--- config.mk ---
export PLATFORM = sky130hd
export DESIGN_NAME = flash_cmd_frontend
export DESIGN_NICKNAME = d
export VERILOG_FILES = /design/src/rtl/fcf_pkg.sv /design/src/rtl/fcf_spi_sync.sv /design/src/rtl/fcf_op_classifier.sv /design/src/rtl/fcf_cmd_fsm.sv /design/src/rtl/fcf_mode_state.sv /design/src/rtl/flash_cmd_frontend.sv
export SDC_FILE = /design/constraint.sdc
export NUM_CORES = 1
export LEC_CHECK = 0
export BUFFER_PORTS_ARGS = -buffer_cell sky130_fd_sc_hd__buf_2
export CORE_ASPECT_RATIO = 1.1
export CORE_MARGIN = 2
export CORE_UTILIZATION = 45
export CTS_BUF_LIST = sky130_fd_sc_hd__clkbuf_4
export DETAILED_ROUTE_END_ITERATION = 10
export PLACE_DENSITY = 0.63
export SLEW_MARGIN = 15
export SYNTH_ARGS = -nofsm -noshare
export SYNTH_HDL_FRONTEND = slang
export SYNTH_SLANG_ARGS = --single-unit
--- constraint.sdc ---
create_clock -name clk -period 3.2 [get_ports clk]
set_input_delay 0.48 -clock clk [delete_from_list [all_inputs] [get_ports clk]]
set_output_delay 0.48 -clock clk [all_outputs]
set_load 0.005 [all_outputs]
--- src/rtl/fcf_pkg.sv ---
// Shared types and the opcode table for the serial flash command front end.
// Assumes single-bit transfers, MSB first, eight-bit opcodes.
package fcf_pkg;

    localparam int OP_W      = 8;
    localparam int ADDR_BYTES = 4;
    localparam int ADDR_W    = 8 * ADDR_BYTES;

    typedef enum logic [3:0] {
        CL_NONE      = 4'd0,
        CL_READ      = 4'd1,
        CL_PROGRAM   = 4'd2,
        CL_ERASE     = 4'd3,
        CL_CHIP      = 4'd4,
        CL_WREN      = 4'd5,
        CL_WRDI      = 4'd6,
        CL_STATUS    = 4'd7,
        CL_ADDR4_ON  = 4'd8,
        CL_ADDR4_OFF = 4'd9,
        CL_RST_EN    = 4'd10,
        CL_RST_GO    = 4'd11,
        CL_SUSPEND   = 4'd12,
        CL_RESUME    = 4'd13,
        CL_MODE_RST  = 4'd14,
        CL_INVALID   = 4'd15
    } cls_e;

    typedef struct packed {
        cls_e cls;
        logic needs_addr;
        logic fixed4;
        logic has_mode;
    } dec_t;

    // Classes that modify the array and so depend on the write-enable latch.
    function automatic logic is_write_class(input cls_e c);
        return (c == CL_PROGRAM) || (c == CL_ERASE) || (c == CL_CHIP);
    endfunction

    // Map an opcode to its class and address properties.
    function automatic dec_t decode_op(input logic [OP_W-1:0] op);
        dec_t d;
        d = '{cls: CL_INVALID, needs_addr: 1'b0, fixed4: 1'b0, has_mode: 1'b0};
        case (op)
            8'h03: begin d.cls = CL_READ;    d.needs_addr = 1'b1; end
            8'h0B: begin d.cls = CL_READ;    d.needs_addr = 1'b1; d.has_mode = 1'b1; end
            8'h13: begin d.cls = CL_READ;    d.needs_addr = 1'b1; d.fixed4 = 1'b1; end
            8'h0C: begin d.cls = CL_READ;    d.needs_addr = 1'b1; d.fixed4 = 1'b1; d.has_mode = 1'b1; end
            8'h02, 8'h32: begin d.cls = CL_PROGRAM; d.needs_addr = 1'b1; end
            8'h12, 8'h34: begin d.cls = CL_PROGRAM; d.needs_addr = 1'b1; d.fixed4 = 1'b1; end
            8'h20, 8'h52, 8'hD8: begin d.cls = CL_ERASE; d.needs_addr = 1'b1; end
            8'h21, 8'h53, 8'hDC: begin d.cls = CL_ERASE; d.needs_addr = 1'b1; d.fixed4 = 1'b1; end
            8'h60, 8'hC7: d.cls = CL_CHIP;
            8'h06: d.cls = CL_WREN;
            8'h04: d.cls = CL_WRDI;
            8'h05: d.cls = CL_STATUS;
            8'hB7: d.cls = CL_ADDR4_ON;
            8'hE9: d.cls = CL_ADDR4_OFF;
            8'h66: d.cls = CL_RST_EN;
            8'h99: d.cls = CL_RST_GO;
            8'h75: d.cls = CL_SUSPEND;
            8'h7A: d.cls = CL_RESUME;
            8'hFF: d.cls = CL_MODE_RST;
            default: d.cls = CL_INVALID;
        endcase
        return d;
    endfunction

endpackage

--- src/rtl/fcf_spi_sync.sv ---
// Brings chip select, serial clock and data into the system clock domain
// through equal-length flop chains, so their relative timing is kept.
// It then detects the serial clock rising edge and the end of the transaction.
// Assumes the system clock is several times faster than the serial clock.
module fcf_spi_sync #(
    parameter int STAGES = 2
) (
    input  logic clk,
    input  logic rst_n,
    input  logic cs_n_in,
    input  logic sck_in,
    input  logic data_in,
    output logic cs_n_q,
    output logic data_q,
    output logic sck_rise,
    output logic cs_end
);
    localparam logic [2:0] IDLE_VAL = 3'b100;   // {cs_n, sck, data}

    logic [2:0] stg [STAGES];
    logic       sck_prev;
    logic       cs_prev;

    // First synchroniser stage captures the raw pins.
    always_ff @(posedge clk) begin
        if (!rst_n) stg[0] <= IDLE_VAL;
        else        stg[0] <= {cs_n_in, sck_in, data_in};
    end

    for (genvar i = 1; i < STAGES; i++) begin : g_stage
        // Further stages of the synchroniser chain.
        always_ff @(posedge clk) begin
            if (!rst_n) stg[i] <= IDLE_VAL;
            else        stg[i] <= stg[i-1];
        end
    end

    // Previous-cycle copies for edge detection.
    always_ff @(posedge clk) begin
        if (!rst_n) begin
            sck_prev <= 1'b0;
            cs_prev  <= 1'b1;
        end else begin
            sck_prev <= stg[STAGES-1][1];
            cs_prev  <= stg[STAGES-1][2];
        end
    end

    assign cs_n_q   = stg[STAGES-1][2];
    assign data_q   = stg[STAGES-1][0];
    assign sck_rise = stg[STAGES-1][1] & ~sck_prev;
    assign cs_end   = stg[STAGES-1][2] & ~cs_prev;

endmodule

--- src/rtl/fcf_op_classifier.sv ---
// Purely combinational opcode classifier wrapped around the package table.
module fcf_op_classifier
    import fcf_pkg::*;
(
    input  logic [OP_W-1:0] opcode,
    output dec_t            info
);
    // Table lookup.
    always_comb info = decode_op(opcode);
endmodule

--- src/rtl/fcf_cmd_fsm.sv ---
// Transaction sequencer: shifts serial bits, decodes the opcode, collects
// three or four address bytes and an optional mode byte, and issues one
// registered strobe per command. Reports the end of each transaction and
// whether it was partial. Assumes at most one serial rising edge per cycle.
module fcf_cmd_fsm
    import fcf_pkg::*;
(
    input  logic              clk,
    input  logic              rst_n,
    input  logic              cs_n_q,
    input  logic              data_q,
    input  logic              sck_rise,
    input  logic              cs_end,
    input  logic              addr4_mode,
    input  logic              wel,
    input  logic              cont_mode,
    output logic              v_out,
    output logic [OP_W-1:0]   op_out,
    output cls_e              cls_out,
    output logic [ADDR_W-1:0] addr_out,
    output logic              rej_out,
    output logic              end_out,
    output logic              abort_out,
    output logic              mode_done,
    output logic [3:0]        mode_hi
);
    typedef enum logic [1:0] {ST_OPC, ST_ADR, ST_MOD, ST_SKIP} st_e;

    st_e               state;
    logic [2:0]        bit_cnt;
    logic [2:0]        byte_cnt;
    logic [ADDR_W-1:0] shreg;
    logic [OP_W-1:0]   cur_op;
    cls_e              cur_cls;
    logic              need4;
    logic              want_mode;
    logic [OP_W-1:0]   cont_op;
    logic              cont_f4;

    logic [ADDR_W-1:0] sh_next;
    logic              bit_take;
    logic              byte_done;
    dec_t              dec;
    logic              fire;
    logic [OP_W-1:0]   f_op;
    cls_e              f_cls;
    logic [ADDR_W-1:0] f_addr;

    fcf_op_classifier u_cls (.opcode(sh_next[OP_W-1:0]), .info(dec));

    assign sh_next   = {shreg[ADDR_W-2:0], data_q};
    // A bit landing in the same cycle as chip select rising still counts.
    assign bit_take  = sck_rise && (!cs_n_q || cs_end);
    assign byte_done = bit_take && (bit_cnt == 3'd7);

    // Decide whether this cycle completes a command and what it reports.
    always_comb begin
        fire   = 1'b0;
        f_op   = sh_next[OP_W-1:0];
        f_cls  = dec.cls;
        f_addr = '0;
        if (byte_done) begin
            case (state)
                ST_OPC: begin
                    if (cont_mode) begin
                        if (sh_next[OP_W-1:0] == 8'hFF) begin
                            fire  = 1'b1;
                            f_cls = CL_MODE_RST;
                        end
                    end else if (!dec.needs_addr) begin
                        fire = 1'b1;
                    end
                end
                ST_ADR: begin
                    if (byte_cnt == (need4 ? 3'd3 : 3'd2)) begin
                        fire   = 1'b1;
                        f_op   = cur_op;
                        f_cls  = cur_cls;
                        f_addr = need4 ? sh_next : {8'h00, sh_next[23:0]};
                    end
                end
                default: ;
            endcase
        end
    end

    // Sequencer state, shift register and registered command outputs.
    always_ff @(posedge clk) begin
        if (!rst_n) begin
            state     <= ST_OPC;
            bit_cnt   <= '0;
            byte_cnt  <= '0;
            shreg     <= '0;
            cur_op    <= '0;
            cur_cls   <= CL_NONE;
            need4     <= 1'b0;
            want_mode <= 1'b0;
            cont_op   <= 8'h0B;
            cont_f4   <= 1'b0;
            v_out     <= 1'b0;
            op_out    <= '0;
            cls_out   <= CL_NONE;
            addr_out  <= '0;
            rej_out   <= 1'b0;
            end_out   <= 1'b0;
            abort_out <= 1'b0;
            mode_done <= 1'b0;
            mode_hi   <= '0;
        end else begin
            v_out     <= fire;
            end_out   <= 1'b0;
            abort_out <= 1'b0;
            mode_done <= 1'b0;
            if (fire) begin
                op_out   <= f_op;
                cls_out  <= f_cls;
                addr_out <= f_addr;
                rej_out  <= is_write_class(f_cls) && !wel;
            end
            if (bit_take) begin
                shreg   <= sh_next;
                bit_cnt <= bit_cnt + 3'd1;
            end
            if (byte_done) begin
                case (state)
                    ST_OPC: begin
                        if (cont_mode) begin
                            if (fire) state <= ST_SKIP;
                            else begin
                                cur_op    <= cont_op;
                                cur_cls   <= CL_READ;
                                need4     <= cont_f4 | addr4_mode;
                                want_mode <= 1'b1;
                                byte_cnt  <= 3'd1;
                                state     <= ST_ADR;
                            end
                        end else if (fire) begin
                            state <= ST_SKIP;
                        end else begin
                            cur_op    <= sh_next[OP_W-1:0];
                            cur_cls   <= dec.cls;
                            need4     <= dec.fixed4 | addr4_mode;
                            want_mode <= dec.has_mode;
                            byte_cnt  <= '0;
                            state     <= ST_ADR;
                            if (dec.has_mode) begin
                                cont_op <= sh_next[OP_W-1:0];
                                cont_f4 <= dec.fixed4;
                            end
                        end
                    end
                    ST_ADR: begin
                        byte_cnt <= byte_cnt + 3'd1;
                        if (fire) state <= want_mode ? ST_MOD : ST_SKIP;
                    end
                    ST_MOD: begin
                        mode_done <= 1'b1;
                        mode_hi   <= sh_next[7:4];
                        state     <= ST_SKIP;
                    end
                    default: ;
                endcase
            end
            if (cs_end) begin
                end_out   <= 1'b1;
                abort_out <= ((state == ST_OPC) || (state == ST_ADR)) && !fire;
                state     <= ST_OPC;
                bit_cnt   <= '0;
                byte_cnt  <= '0;
            end
        end
    end


    partial_no_strobe_chk: assert property (@(posedge clk) disable iff (!rst_n)
        (state == ST_ADR && cs_end && !sck_rise) |=> !v_out);


    skip_silent_chk: assert property (@(posedge clk) disable iff (!rst_n)
        (state == ST_SKIP) |=> !v_out);


    short_addr_chk: assert property (@(posedge clk) disable iff (!rst_n)
        (v_out && !addr4_mode && op_out == 8'h03) |-> (addr_out[31:24] == 8'h00));


    noaddr_zero_chk: assert property (@(posedge clk) disable iff (!rst_n)
        (v_out && (cls_out == CL_WREN || cls_out == CL_SUSPEND || cls_out == CL_CHIP))
        |-> (addr_out == '0));

endmodule

--- src/rtl/fcf_mode_state.sv ---
// Volatile command state: four-byte address mode, write-enable latch,
// continuous-read flag and the armed software reset. Updates on strobes,
// transaction ends and mode bytes from the sequencer.
module fcf_mode_state
    import fcf_pkg::*;
(
    input  logic       clk,
    input  logic       rst_n,
    input  logic       v,
    input  cls_e       cls,
    input  logic       rej,
    input  logic       end_evt,
    input  logic       abort,
    input  logic       mode_done,
    input  logic [3:0] mode_hi,
    output logic       addr4,
    output logic       wel,
    output logic       cont
);
    logic armed;
    logic clr_pend;

    // Apply command effects; an end in the same cycle as a strobe sees both.
    always_ff @(posedge clk) begin
        if (!rst_n) begin
            addr4    <= 1'b0;
            wel      <= 1'b0;
            cont     <= 1'b0;
            armed    <= 1'b0;
            clr_pend <= 1'b0;
        end else begin
            if (v) begin
                armed <= (cls == CL_RST_EN);
                case (cls)
                    CL_WREN:      wel   <= 1'b1;
                    CL_WRDI:      wel   <= 1'b0;
                    CL_ADDR4_ON:  addr4 <= 1'b1;
                    CL_ADDR4_OFF: addr4 <= 1'b0;
                    CL_MODE_RST:  cont  <= 1'b0;
                    CL_RST_GO: begin
                        if (armed) begin
                            addr4    <= 1'b0;
                            wel      <= 1'b0;
                            cont     <= 1'b0;
                            clr_pend <= 1'b0;
                        end
                    end
                    default: ;
                endcase
                if (is_write_class(cls) && !rej) clr_pend <= 1'b1;
            end
            if (abort) armed <= 1'b0;
            if (end_evt && (clr_pend || (v && is_write_class(cls) && !rej))) begin
                wel      <= 1'b0;
                clr_pend <= 1'b0;
            end
            if (mode_done) cont <= (mode_hi == 4'hA);
        end
    end


    wel_end_clear_chk: assert property (@(posedge clk) disable iff (!rst_n)
        (end_evt && clr_pend) |=> !wel);


    reset_go_chk: assert property (@(posedge clk) disable iff (!rst_n)
        (v && cls == CL_RST_GO && armed) |=> (!addr4 && !wel && !cont));


    cont_set_chk: assert property (@(posedge clk) disable iff (!rst_n)
        (mode_done && mode_hi == 4'hA) |=> cont);


    addr4_on_chk: assert property (@(posedge clk) disable iff (!rst_n)
        (v && cls == CL_ADDR4_ON) |=> addr4);

endmodule

--- src/rtl/flash_cmd_frontend.sv ---
// Top level: synchroniser, transaction sequencer and volatile mode state.
// Assumes SPI mode 0 with the system clock well above the serial clock.
module flash_cmd_frontend
    import fcf_pkg::*;
#(
    parameter int SYNC_STAGES = 2
) (
    input  logic              clk,
    input  logic              rst_n,
    input  logic              spi_cs_n,
    input  logic              spi_sck,
    input  logic              spi_mosi,
    output logic              cmd_valid,
    output logic [OP_W-1:0]   cmd_opcode,
    output logic [3:0]        cmd_class,
    output logic [ADDR_W-1:0] cmd_addr,
    output logic              cmd_reject,
    output logic              addr4_mode,
    output logic              wel,
    output logic              cont_read
);
    logic cs_n_q, data_q, sck_rise, cs_end;
    logic end_evt, abort, mode_done;
    logic [3:0] mode_hi;
    cls_e cls;

    fcf_spi_sync #(.STAGES(SYNC_STAGES)) u_sync (
        .clk(clk), .rst_n(rst_n),
        .cs_n_in(spi_cs_n), .sck_in(spi_sck), .data_in(spi_mosi),
        .cs_n_q(cs_n_q), .data_q(data_q), .sck_rise(sck_rise), .cs_end(cs_end)
    );

    fcf_cmd_fsm u_fsm (
        .clk(clk), .rst_n(rst_n),
        .cs_n_q(cs_n_q), .data_q(data_q), .sck_rise(sck_rise), .cs_end(cs_end),
        .addr4_mode(addr4_mode), .wel(wel), .cont_mode(cont_read),
        .v_out(cmd_valid), .op_out(cmd_opcode), .cls_out(cls), .addr_out(cmd_addr),
        .rej_out(cmd_reject), .end_out(end_evt), .abort_out(abort),
        .mode_done(mode_done), .mode_hi(mode_hi)
    );

    fcf_mode_state u_state (
        .clk(clk), .rst_n(rst_n),
        .v(cmd_valid), .cls(cls), .rej(cmd_reject),
        .end_evt(end_evt), .abort(abort),
        .mode_done(mode_done), .mode_hi(mode_hi),
        .addr4(addr4_mode), .wel(wel), .cont(cont_read)
    );

    assign cmd_class = cls;

endmodule

==> results.sh <==
export IMPL_num_vias=4748
export IMPL_hold_violations=0
export IMPL_synth_nets=667
export IMPL_cts_resized=0
export IMPL_fmax_mhz=333
export IMPL_avgSynthCellArea_um2=8.44
export IMPL_dr_pass1_iters=6
export IMPL_arrival_ps=3430
export IMPL_endpoint="u_fsm.cont_f4"
export IMPL_final_cells=857
export IMPL_die_h_um=120
export IMPL_final_setup_viol_count=0
export IMPL_rows=42
export IMPL_final_setup_tns_ps=0
export IMPL_synth_main_ff_cell="dfxtp_1"
export IMPL_p_comb_share_pct=1.9
export IMPL_cellLeakagePower_nw=2.34
export IMPL_pre_cts_ws_ps=232
export IMPL_htree_levels=4
export IMPL_ant_nets=0
export IMPL_internal_power_w=0.00217
export IMPL_n_fill_cell=1147
export IMPL_drc=0
export IMPL_yosysMostFrequentCell="dfxtp_1"
export IMPL_synth_largest_area_cell="dfxtp_1"
export IMPL_grt_first_pass_wirelength_um=22000
export IMPL_clk_latency_ps=550
export IMPL_cts_root_buf="clkbuf_4"
export IMPL_routed_wl_um=13100
export IMPL_grt_max_degree=53
export IMPL_rr_endpoint="u_fsm.cont_f4"
export IMPL_clock_power_share_pct=40.1
export IMPL_power_w=0.00276
export IMPL_synth_common_cells="dfxtp_1 (128), nand2_1 (106), nor2_1 (78)"
export IMPL_async_reset_ff_share_pct=0
export IMPL_critical_path_class="flop to flop"
export IMPL_vias_per_cell=5.54
export IMPL_grt_overflow=0
export IMPL_ys_ff_latch=128
export IMPL_rsz0062_at_grt="false"
export IMPL_setup_slack_ps=196
export IMPL_cts_hold_buf=0
export IMPL_synth_warnings=0
export IMPL_reg2regPathDepth=8
export IMPL_maxSlewViolCount=0
export IMPL_synth_area_leaders="dfxtp_1 (46%), nand2_1 (7.2%), nor2_1 (5.3%)"
export IMPL_drtIter0Drc=251
export IMPL_cts_setup_buffers=0
export IMPL_cp_start_kind="flop"
export IMPL_cts_num_sinks=128
export IMPL_die_x_um=110
export IMPL_clkSlewWorstSetupHoldPaths_ps=90
export IMPL_period_share_pct=93.9
export IMPL_ys_seq_area_share_pct=46.3
export IMPL_drt_wirelength_per_cell_um=15.3
export IMPL_die_area_um2=13200
export IMPL_port_buffers=53
export IMPL_fin_nets=704
export IMPL_seq_power_share_pct=58.0
export IMPL_antenna_cells=0
export IMPL_power_density_nw_per_um2=445
export IMPL_cts_tree="built"
export IMPL_place_hpwl_um=9090
export IMPL_p_sw_w=0.000593
export IMPL_drive_gt1_share_pct=17.1
export IMPL_start_util_pct=45.9
export IMPL_worstPathMaxFanout=17
export IMPL_track_usage_pct=21.4
export IMPL_crit_required_ps=3630
export IMPL_rrSetupSlack_ps=200
export IMPL_grt_pass1_vias=4518
export IMPL_worst_pin_slew_ps=885
export IMPL_relSlewSlack_pct=40.9
export IMPL_area_growth_syn_to_layout_pct=12.2
export IMPL_clockBufferDepth=2
export IMPL_cap_violations=0
export IMPL_yosysUniqueCellTypes=64
export IMPL_synth_edff_count=0
export IMPL_syn_area_um2=5530
export IMPL_outcome="finished clean"
export IMPL_core_region_area_um2=12000
export IMPL_vdd_drop_max_mv=0.271
export IMPL_critical_path_endpoint_type="flop"
export IMPL_hold_path_class="input pin to flop"
export IMPL_skew_ps=15.1
export IMPL_antenna_found_initial=0
export IMPL_placedCellCount=827
export IMPL_top_level_ports=54
export IMPL_gp_congestion=0.875
export IMPL_rr_startpoint="u_fsm.shreg[0]"
export IMPL_syn_inst=655
export IMPL_finalCriticalPeriod_ps=3000
export IMPL_cts_buffers=17
export IMPL_switching_share_pct=21.5
export IMPL_crit_start="u_fsm.shreg[0]"
export IMPL_synth_top_cell_area_share_pct=46.3
==> placed cells by master (no fill, tap or decap), drive strengths merged, types with 7 or more instances in the layout <==
master,netlist,layout
dfxtp,128,128
a21oi,53,53
a22oi,26,26
inv,12,12
mux2i,12,12
nand3,16,16
nor2,78,78
nand2,106,106
a32oi,7,7
and3,10,10
and2,7,7
ha,7,7
nand2b,11,11
buf,16,77
o21ai,10,10
a311oi,10,10
clkbuf,43,21
a211oi,11,11
nor3,9,9
nand3b,8,8
==> critical path, stage by stage (launching register included) <==
cell	delay [ps]
dfxtp_1	500
or4b_4	560
a211oi_2	270
nor3_2	130
a311oi_4	420
nand3_4	150
or3_1	560
o21ai_4	240
a21oi_1	60
==> sequential cells by signal (all words and copies together), names as in the netlist, 2 cells and up <==
name / flops
u_fsm.cls_out: 4
u_fsm.byte_cnt: 3
u_fsm.state: 2
u_fsm.cont_op: 8
u_fsm.cur_cls: 4
u_fsm.cur_op: 8
u_fsm.op_out: 8
u_fsm.addr_out: 32
u_fsm.mode_hi: 4
u_fsm.shreg: 31
u_fsm.bit_cnt: 3
u_sync.stg: 6
==> per-stage QoR <==
step	utilization [%]	instance area [um2]	hold slack, ps
3_5_place_dp	49.2	5930	378
2_1_floorplan	-	5530	373
4_1_cts	51.5	6200	91.9
6_report	51.5	6200	129
3_3_place_gp	49.2	5930	379
5_1_grt	51.5	6200	89.2
==> cell families after synthesis <==
logic type,count (synthesis),synth area share (%)
AND/OR/NAND/NOR,285,25.0
flip-flops,128,46.3
adder cells (fa/ha/maj),7,1.58
XOR/XNOR,4,0.634
multiplexers,13,2.38
buffers and inverters,71,5.27
AO/OA/AOI/OAI,147,18.8
==> worst min path at each step <==
stage | from | end | slack (ps) | cells past startpoint
2_1_floorplan | u_fsm.abort_out | u_state.armed | 370 | 1
3_3_place_gp | u_fsm.abort_out | u_state.armed | 380 | 1
3_5_place_dp | u_fsm.abort_out | u_state.armed | 380 | 1
4_1_cts | spi_cs_n | u_sync.stg[0][2] | 90 | 2
5_1_grt | spi_cs_n | u_sync.stg[0][2] | 90 | 2
6_report | spi_cs_n | u_sync.stg[0][2] | 130 | 2
==> power groups by stage <==
stage / sequential [W] / combinational (W) / clock [W]
final: 0.00160 / 0.0000513 / 0.00111
after floorplan: 0.00164 / 0.0000368 / 0
after global placement: 0.00164 / 0.0000511 / 0
after detailed placement: 0.00164 / 0.0000520 / 0
after CTS: 0.00160 / 0.0000519 / 0.00114
after global routing: 0.00160 / 0.0000569 / 0.00121
==> final cells by class <==
cell class | count | area (um2) | area share, %
multi-input cells | 456 | 2680 | 43.2
flip-flops and latches | 128 | 2560 | 41.3
repair buffers | 77 | 445 | 7.18
well taps | 154 | 193 | 3.11
clock buffers | 21 | 158 | 2.54
clock inverters | 9 | 118 | 1.90
inverters | 12 | 45.0 | 0.726
==> metal layers <==
layer  part of all wire, %  global-route usage (%)  vias up
met1                    47                    28.0     2217
met5                     0                       0        -
met3                   5.6                    6.42       24
met2                    45                    32.8      123
li1                      -                       -     2384
met4                   1.9                    9.10        0
No activity file was read; power rests on OpenSTA's default activity.
